[src/rtl/mpenc_pkg.sv]
// Shared constants and helpers for the match position encoder.
// Assumes signature count and lane count are powers of two.
package mpenc_pkg;
    // Width of one entry of the signature length table.
    localparam int LEN_W = 8;

    // Bit of the per-cycle hit vector belonging to a lane and signature.
    function automatic int hit_bit(input int lane, input int sig, input int nsig);
        return lane * nsig + sig;
    endfunction
endpackage

[src/rtl/mpenc_capture.sv]
// Position buffer and byte counter.
// Records hits as flags indexed pos*NSIG+sig, clears flags granted by the
// encoder tree. Assumes MAX_BYTES is a multiple of LANES.
module mpenc_capture #(
    parameter int LANES     = 4,
    parameter int NSIG      = 2,
    parameter int MAX_BYTES = 32,
    localparam int NPOS     = MAX_BYTES * NSIG,
    localparam int CW       = $clog2(MAX_BYTES + LANES) + 1
) (
    input  logic                  clk,
    input  logic                  rst_n,
    input  logic                  sm_clr,
    input  logic                  stream_valid,
    input  logic                  report_en,
    input  logic [NSIG*LANES-1:0] match_in,
    input  logic [NPOS-1:0]       grant,
    output logic [NPOS-1:0]       flags
);
    logic [CW-1:0]   count_q;
    logic [NPOS-1:0] set_vec;
    logic            cap_en;

    assign cap_en = stream_valid && !report_en && (int'(count_q) < MAX_BYTES);

    // Map this cycle's lane hits onto buffer flag positions.
    always_comb begin
        set_vec = '0;
        if (cap_en) begin
            for (int l = 0; l < LANES; l++) begin
                for (int s = 0; s < NSIG; s++) begin
                    if (match_in[mpenc_pkg::hit_bit(l, s, NSIG)]) begin
                        set_vec[(int'(count_q) + l) * NSIG + s] = 1'b1;
                    end
                end
            end
        end
    end

    // Byte counter: advances by the lane count per capture cycle, saturates.
    always_ff @(posedge clk) begin
        if (!rst_n || sm_clr) begin
            count_q <= '0;
        end else if (cap_en) begin
            count_q <= count_q + CW'(LANES);
        end
    end

    // Flag buffer: set on hits, cleared by the tree grant while reporting.
    always_ff @(posedge clk) begin
        if (!rst_n || sm_clr) begin
            flags <= '0;
        end else if (report_en) begin
            flags <= flags & ~grant;
        end else begin
            flags <= flags | set_vec;
        end
    end
endmodule

[src/rtl/mpenc_tree.sv]
// Binary tree priority encoder over the flag buffer.
// Heap-numbered nodes: root 1, children 2n and 2n+1, leaves NPOS..2NPOS-1.
// Each node forwards a pending flag and one more index bit; a top-down
// enable path produces a one-hot grant for the lowest pending flag.
// Assumes NPOS is a power of two.
module mpenc_tree #(
    parameter int NPOS = 64,
    localparam int LV  = $clog2(NPOS),
    localparam int IW  = LV
) (
    input  logic [NPOS-1:0] flags,
    output logic            any,
    output logic [IW-1:0]   idx,
    output logic [NPOS-1:0] grant
);
    logic          any_h [1:2*NPOS-1];
    logic [IW-1:0] idx_h [1:2*NPOS-1];
    logic          en_h  [1:2*NPOS-1];

    assign en_h[1] = 1'b1;
    assign any     = any_h[1];
    assign idx     = idx_h[1];

    // Leaves: one per flag, grant when the path reaches a set flag.
    for (genvar i = 0; i < NPOS; i++) begin : g_leaf
        assign any_h[NPOS+i] = flags[i];
        assign idx_h[NPOS+i] = '0;
        assign grant[i]      = en_h[NPOS+i] & flags[i];
    end

    // Internal nodes: left child wins whenever it has anything pending.
    for (genvar d = 0; d < LV; d++) begin : g_lvl
        for (genvar k = 0; k < (1 << d); k++) begin : g_node
            localparam int N = (1 << d) + k;
            assign any_h[N]     = any_h[2*N] | any_h[2*N+1];
            assign idx_h[N]     = any_h[2*N] ? idx_h[2*N]
                                             : (idx_h[2*N+1] | (IW'(1) << (LV - 1 - d)));
            assign en_h[2*N]    = en_h[N] & any_h[2*N];
            assign en_h[2*N+1]  = en_h[N] & ~any_h[2*N];
        end
    end
endmodule

[src/rtl/mpenc_report.sv]
// Output stage: turns the winning index into a start address and registers
// address, valid and finish. Assumes NSIG is a power of two of at least 2.
module mpenc_report #(
    parameter int NSIG      = 2,
    parameter int MAX_BYTES = 32,
    parameter logic [NSIG*mpenc_pkg::LEN_W-1:0] SIG_LEN = '0,
    localparam int AW       = $clog2(MAX_BYTES),
    localparam int SW       = $clog2(NSIG),
    localparam int IW       = AW + SW
) (
    input  logic          clk,
    input  logic          rst_n,
    input  logic          sm_clr,
    input  logic          report_en,
    input  logic          any,
    input  logic [IW-1:0] idx,
    output logic [AW-1:0] start_addr,
    output logic          addr_valid,
    output logic          finish
);
    logic [SW-1:0]               sig;
    logic [AW-1:0]               end_pos;
    logic [mpenc_pkg::LEN_W-1:0] len;
    logic [AW-1:0]               start_nx;

    // Split the index into end position and signature, then back off.
    always_comb begin
        sig      = idx[SW-1:0];
        end_pos  = idx[IW-1:SW];
        len      = SIG_LEN[int'(sig)*mpenc_pkg::LEN_W +: mpenc_pkg::LEN_W];
        start_nx = end_pos - AW'(len) + AW'(1);
    end

    // Register one report result per enabled cycle.
    always_ff @(posedge clk) begin
        if (!rst_n || sm_clr) begin
            start_addr <= '0;
            addr_valid <= 1'b0;
            finish     <= 1'b0;
        end else if (report_en) begin
            addr_valid <= any;
            finish     <= !any;
            if (any) begin
                start_addr <= start_nx;
            end
        end else begin
            addr_valid <= 1'b0;
            finish     <= 1'b0;
        end
    end
endmodule

[src/rtl/match_addr_encoder.sv]
// Top: match position buffer with tree encoder and start-address output.
// Captures lane hits while streaming, then drains one match per report
// cycle, lowest end position first, and flags finish on an empty buffer.
module match_addr_encoder #(
    parameter int LANES     = 4,
    parameter int NSIG      = 2,
    parameter int MAX_BYTES = 32,
    parameter logic [NSIG*mpenc_pkg::LEN_W-1:0] SIG_LEN = {8'd5, 8'd3},
    localparam int AW       = $clog2(MAX_BYTES),
    localparam int NPOS     = MAX_BYTES * NSIG,
    localparam int IW       = $clog2(NPOS)
) (
    input  logic                  clk,
    input  logic                  rst_n,
    input  logic                  sm_clr,
    input  logic                  stream_valid,
    input  logic [NSIG*LANES-1:0] match_in,
    input  logic                  report_en,
    output logic [AW-1:0]         start_addr,
    output logic                  addr_valid,
    output logic                  finish
);
    logic [NPOS-1:0] flags;
    logic [NPOS-1:0] grant;
    logic            any;
    logic [IW-1:0]   idx;

    mpenc_capture #(.LANES(LANES), .NSIG(NSIG), .MAX_BYTES(MAX_BYTES)) u_capture (
        .clk          (clk),
        .rst_n        (rst_n),
        .sm_clr       (sm_clr),
        .stream_valid (stream_valid),
        .report_en    (report_en),
        .match_in     (match_in),
        .grant        (grant),
        .flags        (flags)
    );

    mpenc_tree #(.NPOS(NPOS)) u_tree (
        .flags (flags),
        .any   (any),
        .idx   (idx),
        .grant (grant)
    );

    mpenc_report #(.NSIG(NSIG), .MAX_BYTES(MAX_BYTES), .SIG_LEN(SIG_LEN)) u_report (
        .clk        (clk),
        .rst_n      (rst_n),
        .sm_clr     (sm_clr),
        .report_en  (report_en),
        .any        (any),
        .idx        (idx),
        .start_addr (start_addr),
        .addr_valid (addr_valid),
        .finish     (finish)
    );
endmodule

[config.mk]
export PLATFORM = sky130hd
export DESIGN_NAME = match_addr_encoder
export DESIGN_NICKNAME = d
export VERILOG_FILES = /design/src/rtl/mpenc_pkg.sv /design/src/rtl/mpenc_capture.sv /design/src/rtl/mpenc_tree.sv /design/src/rtl/mpenc_report.sv /design/src/rtl/match_addr_encoder.sv
export SDC_FILE = /design/constraint.sdc
export NUM_CORES = 1
export LEC_CHECK = 0
export CORE_UTILIZATION = 35
export DETAILED_ROUTE_END_ITERATION = 10
export SYNTH_ARGS = -nofsm -noshare
export SYNTH_HDL_FRONTEND = slang
export SYNTH_HIERARCHICAL = 1
export SYNTH_SLANG_ARGS = --single-unit
export TNS_END_PERCENT = 5
[constraint.sdc]
create_clock -name clk -period 4.3 [get_ports clk]
set_input_delay 0.86 -clock clk [delete_from_list [all_inputs] [get_ports clk]]
set_output_delay 0.86 -clock clk [all_outputs]
set_load 0.05 [all_outputs]
# Word-level counts from Yosys, hierarchy flattened
# Index checks and enable logic that the tools add are counted.
[totals]
regBits = 78
input_bits = 13
out_inout_bits = 7
[classes]
add_sub_neg = 10
magnitude_cmp = 17
shift = 1
n_mux = 96
bitwise = 325
reduce_logical = 16
[ops]
columns = ["cell", "n"]
rows = [
  ["$mux 64", 16],
  ["$or 64x64->64", 5],
  ["$ge 32x1->1 const B", 7],
  ["$lt 32x8->1 const B", 7],
  ["$or 64x63->64", 3],
  ["$and 1x1->1", 188],
  ["$add 32x2->32 const B", 3],
  ["$and 64x64->64", 1],
  ["$not 1->1", 64],
  ["$not 64->64", 1],
  ["$mux 63", 1],
  ["$or 1x1->1", 63],
  ["$mux 1", 40],
  ["$mux 2", 16],
  ["$demux 1 s6", 4],
  ["$demux 1 s5", 4],
  ["$mux 5", 4],
  ["$mux 3", 6],
  ["$add 7x2->8 const B", 2],
  ["$mux 4", 4],
  ["$shiftx 16x5->5 const A", 1],
  ["$logic_and 1x1->1", 10],
  ["$add 8x1->9 const B", 1],
  ["$add 7x1->8 const B", 1],
  ["other kinds (11)", 13],
]

# Logic depth before layout (Yosys ltp)
[logic_depth]
ltp_word = 29
mapped_depth = 14
mapped_depth_nobuf = 12

# Modules after synthesis
# Netlist, hierarchy kept.
[modules_own_cells]
columns = ["module", "n_inst", "cells_each", "area_each_um2"]
rows = [
  ["mpenc_capture", 1, 274, 2874.0],
  ["mpenc_tree", 1, 217, 1352.5],
  ["mpenc_report", 1, 35, 355.3],
]

# Least setup slack after synthesis
# Ideal clock, no wire load.
[synth_timing]
path_type = "register to register"
from = "reg u_capture.flags[1]"
to = "reg u_report.start_addr[4]"
setup_time_ns = 0.091
arrival_time_ns = 3.539
t_required_ns = 4.209
setup_slack_ns = 0.670
stages_incl_launch_ff = 14
cell_sequence = "dfxtp_1 -> or4_1 -> buf_2 -> or4_4 -> buf_6 -> nor3_2 -> o21a_1 -> a221o_1 -> inv_1 -> ha_1 -> ha_1 -> fa_1 -> xor3_1 -> a311oi_1"
[synth_via]
elab_chain_len = 9
elab_cells_between_ends = 15
classes_between = "add/sub (2); shift (1); mux (5); bitwise (6); reduce/logical (1)"
[synth_rtl]
columns = ["element", "line_no", "text"]
rows = [
  ["from (decl)", "mpenc_capture.sv:18", "output logic [NPOS-1:0] flags"],
  ["from (signal assigned)", "mpenc_capture.sv:54", "flags <= flags & ~grant;"],
  ["from (signal assigned)", "mpenc_capture.sv:56", "flags <= flags | set_vec;"],
  ["$or 1x1->1 (*)", "mpenc_tree.sv:35", "assign any_h[N] = any_h[2*N] | any_h[2*N+1];"],
  ["$mux 2 / $or 1x1->1 (equally long branches)", "mpenc_tree.sv:36, mpenc_tree.sv:35", ""],
  ["$mux 3 / $or 1x1->1 (equally long branches)", "mpenc_tree.sv:36, mpenc_tree.sv:35", ""],
  ["$mux 4 / $or 1x1->1 (equally long branches)", "mpenc_tree.sv:36, mpenc_tree.sv:35", ""],
  ["$mux 5 / $or 1x1->1 (equally long branches)", "mpenc_tree.sv:36, mpenc_tree.sv:35", ""],
  ["$mux 6 (*)", "mpenc_tree.sv:36", "assign idx_h[N] = any_h[2*N] ? idx_h[2*N]"],
  ["net idx[0]", "match_addr_encoder.sv:26", "logic [IW-1:0] idx;"],
  ["$shiftx 16x5->5 (*)", "mpenc_report.sv:30", "len = SIG_LEN[int'(sig)*mpenc_pkg::LEN_W +: mpenc_pkg::LEN_W];"],
  ["$sub 5x5->5 (*)", "mpenc_report.sv:31", "start_nx = end_pos - AW'(len) + AW'(1);"],
  ["$add 5x1->5 (*)", "mpenc_report.sv:31", ""],
  ["to (signal assigned)", "mpenc_report.sv:44", "start_addr <= start_nx;"],
  ["to (decl)", "mpenc_report.sv:17", "output logic [AW-1:0] start_addr,"],
]
# Mark *: on every way through the listed nets, which the timed path passes. The rest lies on a longest branch.
# A chain may end at the register's enable or synchronous reset.

# Worst setup path after layout
[layout_timing]
from = "reg u_capture.flags[0]"
to = "reg u_report.start_addr[4]"
[layout_via]
elab_chain_len = 9
elab_cells_between_ends = 16
classes_between = "add/sub (2); shift (1); mux (6); bitwise (6); reduce/logical (1)"
[layout_rtl]
columns = ["element", "line_no"]
rows = [
  ["$mux 1 / $or 1x1->1 (equally long branches)", "mpenc_tree.sv:36, mpenc_tree.sv:35"],
  ["$mux 2 / $or 1x1->1 (equally long branches)", "mpenc_tree.sv:36, mpenc_tree.sv:35"],
  ["$mux 3 / $or 1x1->1 (equally long branches)", "mpenc_tree.sv:36, mpenc_tree.sv:35"],
  ["$mux 4 / $or 1x1->1 (equally long branches)", "mpenc_tree.sv:36, mpenc_tree.sv:35"],
  ["$mux 5 / $or 1x1->1 (equally long branches)", "mpenc_tree.sv:36, mpenc_tree.sv:35"],
  ["$mux 6 (*)", "mpenc_tree.sv:36"],
  ["net idx[0]", "match_addr_encoder.sv:26"],
  ["$shiftx 16x5->5 (*)", "mpenc_report.sv:30"],
  ["$sub 5x5->5 (*)", "mpenc_report.sv:31"],
  ["$add 5x1->5 (*)", "mpenc_report.sv:31"],
]
# Marks and branches as above.

==> summary.txt <==
Job
  • Max_cap viols: 0

Logic synthesis
  • Distinct cells, synth: 69
  • Async set or reset register ratio after synthesis: 0
  • Synth Instances: 526
  • Synth warn: 6
  • Syn Std Cell Area: 4580 um^2
  • Syn_area_per_cell: 8.71 um^2
  • Syn Nets: 544
  • Primary FF master, synth: dfxtp_1
  • Synthesis-stage register bit count: 76
  • Sequential-to-total area share from yosys stat: 0.332
  • Post-synth EDFFs: 0

Detailed routing
  • DR WL/cell: 18.6 um
  • Routed Antenna Nets: 0
  • Vias post-DR: 4253
  • Drt pass-1 iters: 5
  • 1st-iter DRT viols: 357
  • Number of vias per cell: 6.02
  • # DRC: 0
  • WL final: 13.1 mm

GRT
  • GR Util All Layers: 0.204
  • Vias in the first global route: 3963
  • GRT overflow: 0
  • Largest net degree at the start of global routing: 51
  • First-pass GRT wire length: 21.1 mm
  • Initial antenna violation count: 0

Timing
  • Min Tclk post-route: 3.83 ns
  • Crit share post-route: 0.891
  • # setup viols final: 0
  • Highest Clock Rate: 261 MHz
  • Clk_skew: 0.00860 ns
  • PnR worst setup slack: 0.468 ns
  • Fin. Hold Viols: 0
  • Slew HR: 0.373
  • RSZ-0062 raised after global routing: no
  • Tightest Pin Transition: 0.940 ns
  • Hold_ws: 0.482 ns
  • TNS Setup: 0 ns
  • Slew Viols, Final: 0

Placed design
  • # port buffers: 19
  • GP Congestion: 0.922
  • Dpl hpwl: 8.63 mm
  • Setup WS pre-CTS: 0.478 ns
  • Placement Cell Area: 4800 um^2

Setup path
  • Crit path max fanout: 8
  • Most common cell type on the critical path: ha_1
  • R2R cell count: 12
  • Crit. Startpoint: u_capture/flags[0]
  • Worst Setup Start Kind: flip-flop
  • WP data arrival: 4.09 ns
  • Max stage delay cell, worst path: or4_1
  • Endpoint class of the critical path: flip-flop
  • Reg2Reg Setup Slack: 0.47 ns
  • R2R Path Start: u_capture/flags[0]
  • Critical-path cell list: or4_1 -> or4_4 -> nor3_2 -> buf_4 -> o21a_1 -> a221o_1 -> inv_1 -> ha_1 -> ha_1 -> fa_1 -> xor3_1 -> a311oi_1
  • Critical path class: reg2reg
  • Peak per-stage delay on the critical path: 0.71 ns
  • Termination of the worst setup path: u_report/start_addr[4]
  • CP required: 4.55 ns
  • Worst reg2reg endpoint: u_report/start_addr[4]

Die
  • Core area: 12700 um^2
  • I/O pin cnt: 20
  • Initial Util: 0.362
  • Die Width: 116 um
  • Die Y-Extent: 116 um
  • # rows: 41
  • Die area: 13600 um^2

Clock tree
  • CTS Buffer Depth: 2
  • Resized cells post-CTS: 0
  • Clock latency on the worst-skew pair: 0.34 ns
  • TritonCTS Buffers: 9
  • Postcts setup bufs: 0
  • Root Buffer: clkbuf_16
  • Hold-fix buffers, CTS: 0
  • Htree depth: 3
  • Clock sink count: 76
  • CTS tree: built
  • Clock-pin slew on the worst setup and hold paths: 0.06 ns

Pwr
  • Clock power share: 0.488
  • Comb pwr share: 0.120
  • P_leak: 2.11 nW
  • Internal: 1.38 mW
  • Pwr/cell area: 354 nW/um^2
  • Seq pwr share: 0.392
  • VDD IR max: 0.229 mV
  • Net Sw Power: 448 uW
  • Sw Ratio: 0.246
  • Total power: 1.82 mW

Layout
  • Final net count: 547
  • Final Cell Area: 5150 um^2
  • Share of cells above drive strength 1: 0.0955
  • Commonest non-fill, non-tap cell in the layout: dfxtp_1
  • Commonest cells after routing, fill and taps aside: dfxtp_1, a21oi_1, a22o_1
  • Number of diodes: 0
  • Syn-to-layout area delta: 12.4%

Worst hold path
  • Worst hold path type: reg2reg

Status
  • Status: finished clean
## worst min-delay path by stage
stage                                    from                   to  slack (ns)  cells past startpoint
after floorplan           u_capture/flags[19]  u_capture/flags[19]        0.44                      1
after global placement    u_capture/flags[15]  u_capture/flags[15]        0.47                      2
after detailed placement  u_capture/flags[15]  u_capture/flags[15]        0.48                      2
after CTS                 u_capture/flags[15]  u_capture/flags[15]        0.49                      2
after global routing      u_capture/flags[55]  u_capture/flags[55]        0.52                      2
final                     u_capture/flags[15]  u_capture/flags[15]        0.48                      2
## logic make-up (layout without fill, tap and decap cells)
| family | count (synthesis) | after routing | synth area share |
|---|---|---|---|
| AND/OR/NAND/NOR | 221 | 221 | 0.316 |
| AO/OA/AOI/OAI | 171 | 171 | 0.262 |
| flip-flops | 76 | 76 | 0.332 |
| buffers and inverters | 50 | 58 | 0.0658 |
| adder cells (fa/ha/maj) | 5 | 5 | 0.0153 |
| XOR/XNOR | 2 | 2 | 0.00710 |
| multiplexers | 1 | 1 | 0.00218 |
## synthesized netlist by cell type (3+ instances only)
| cell | n | area [um^2] |
|---|---|---|
| buf_6 | 9 | 101 |
| o31ai_1 | 11 | 82.6 |
| nor4_4 | 3 | 63.8 |
| or4_1 | 9 | 67.6 |
| a22o_1 | 56 | 490 |
| and2_1 | 11 | 68.8 |
| or3_1 | 3 | 18.8 |
| o21ai_0 | 4 | 20.0 |
| inv_1 | 15 | 56.3 |
| nor4_1 | 18 | 113 |
| buf_2 | 11 | 55.1 |
| a311oi_1 | 3 | 26.3 |
| nor2_8 | 4 | 80.1 |
| clkbuf_1 | 5 | 18.8 |
| nand2_1 | 27 | 101 |
| nor3_1 | 5 | 25.0 |
| and3b_1 | 3 | 26.3 |
| a21oi_1 | 69 | 345 |
| and4_1 | 3 | 26.3 |
| and4b_1 | 5 | 50.1 |
| buf_4 | 5 | 37.5 |
| dfxtp_1 | 76 | 1520 |
| o311ai_0 | 4 | 35.0 |
| ha_1 | 4 | 50.1 |
| a21bo_2 | 3 | 30.0 |
| and3_4 | 3 | 33.8 |
| nor3b_1 | 7 | 52.6 |
| nand2b_1 | 9 | 56.3 |
| nor4b_1 | 6 | 52.6 |
| nor2b_1 | 8 | 50.1 |
| and3_1 | 24 | 150 |
| nand3_1 | 15 | 75.1 |
| nor2_1 | 38 | 143 |
| nand4_1 | 3 | 18.8 |
## state kept, by name, summed over array words and instances, names as in the netlist
name                 flops
u_report/addr_valid      1
u_capture/count_q        5
u_report/finish          1
u_report/start_addr      5
u_capture/flags         64
## metal layers
metal | part of all wire | track usage | vias to the layer above
met3 | 0.069 | 0.0426 | 31
met5 | 0 | 0 | -
met2 | 0.44 | 0.305 | 159
met1 | 0.47 | 0.284 | 2048
li1 | - | - | 2015
met4 | 0.026 | 0.0880 | 0
## power groups by stage
stage               Sequential, mW  Clock (mW)  Combinational, mW
floorplan                    0.738           0              0.149
global placement             0.729           0              0.212
detailed placement           0.730           0              0.216
CTS                          0.714       0.905              0.218
global route                 0.715       0.937              0.239
finish                       0.714       0.890              0.220
## layout make-up
class | instances | area, um^2
fillers | 1263 | 7520
multi-input cells | 400 | 2760
flip-flops and latches | 76 | 1520
repair buffers | 27 | 245
clock buffers | 10 | 239
well taps | 172 | 215
clock inverters | 6 | 111
inverters | 15 | 56.3
## through the flow
stage	instances	utilization
detailed placement	690	0.379
global placement	690	0.379
floorplan	526	-
global route	706	0.406
CTS	706	0.406
finish	706	0.406
## worst max-delay path: cells and delay by family, from the launching register on
family | cells | cell delay [ns]
AO/OA/AOI/OAI | 3 | 0.51
XOR/XNOR | 1 | 0.20
AND/OR/NAND/NOR | 3 | 1.57
adder cells (fa/ha/maj) | 3 | 0.87
flip-flops | 1 | 0.37
buffers and inverters | 2 | 0.24
No activity file was read; power rests on OpenSTA's default activity.
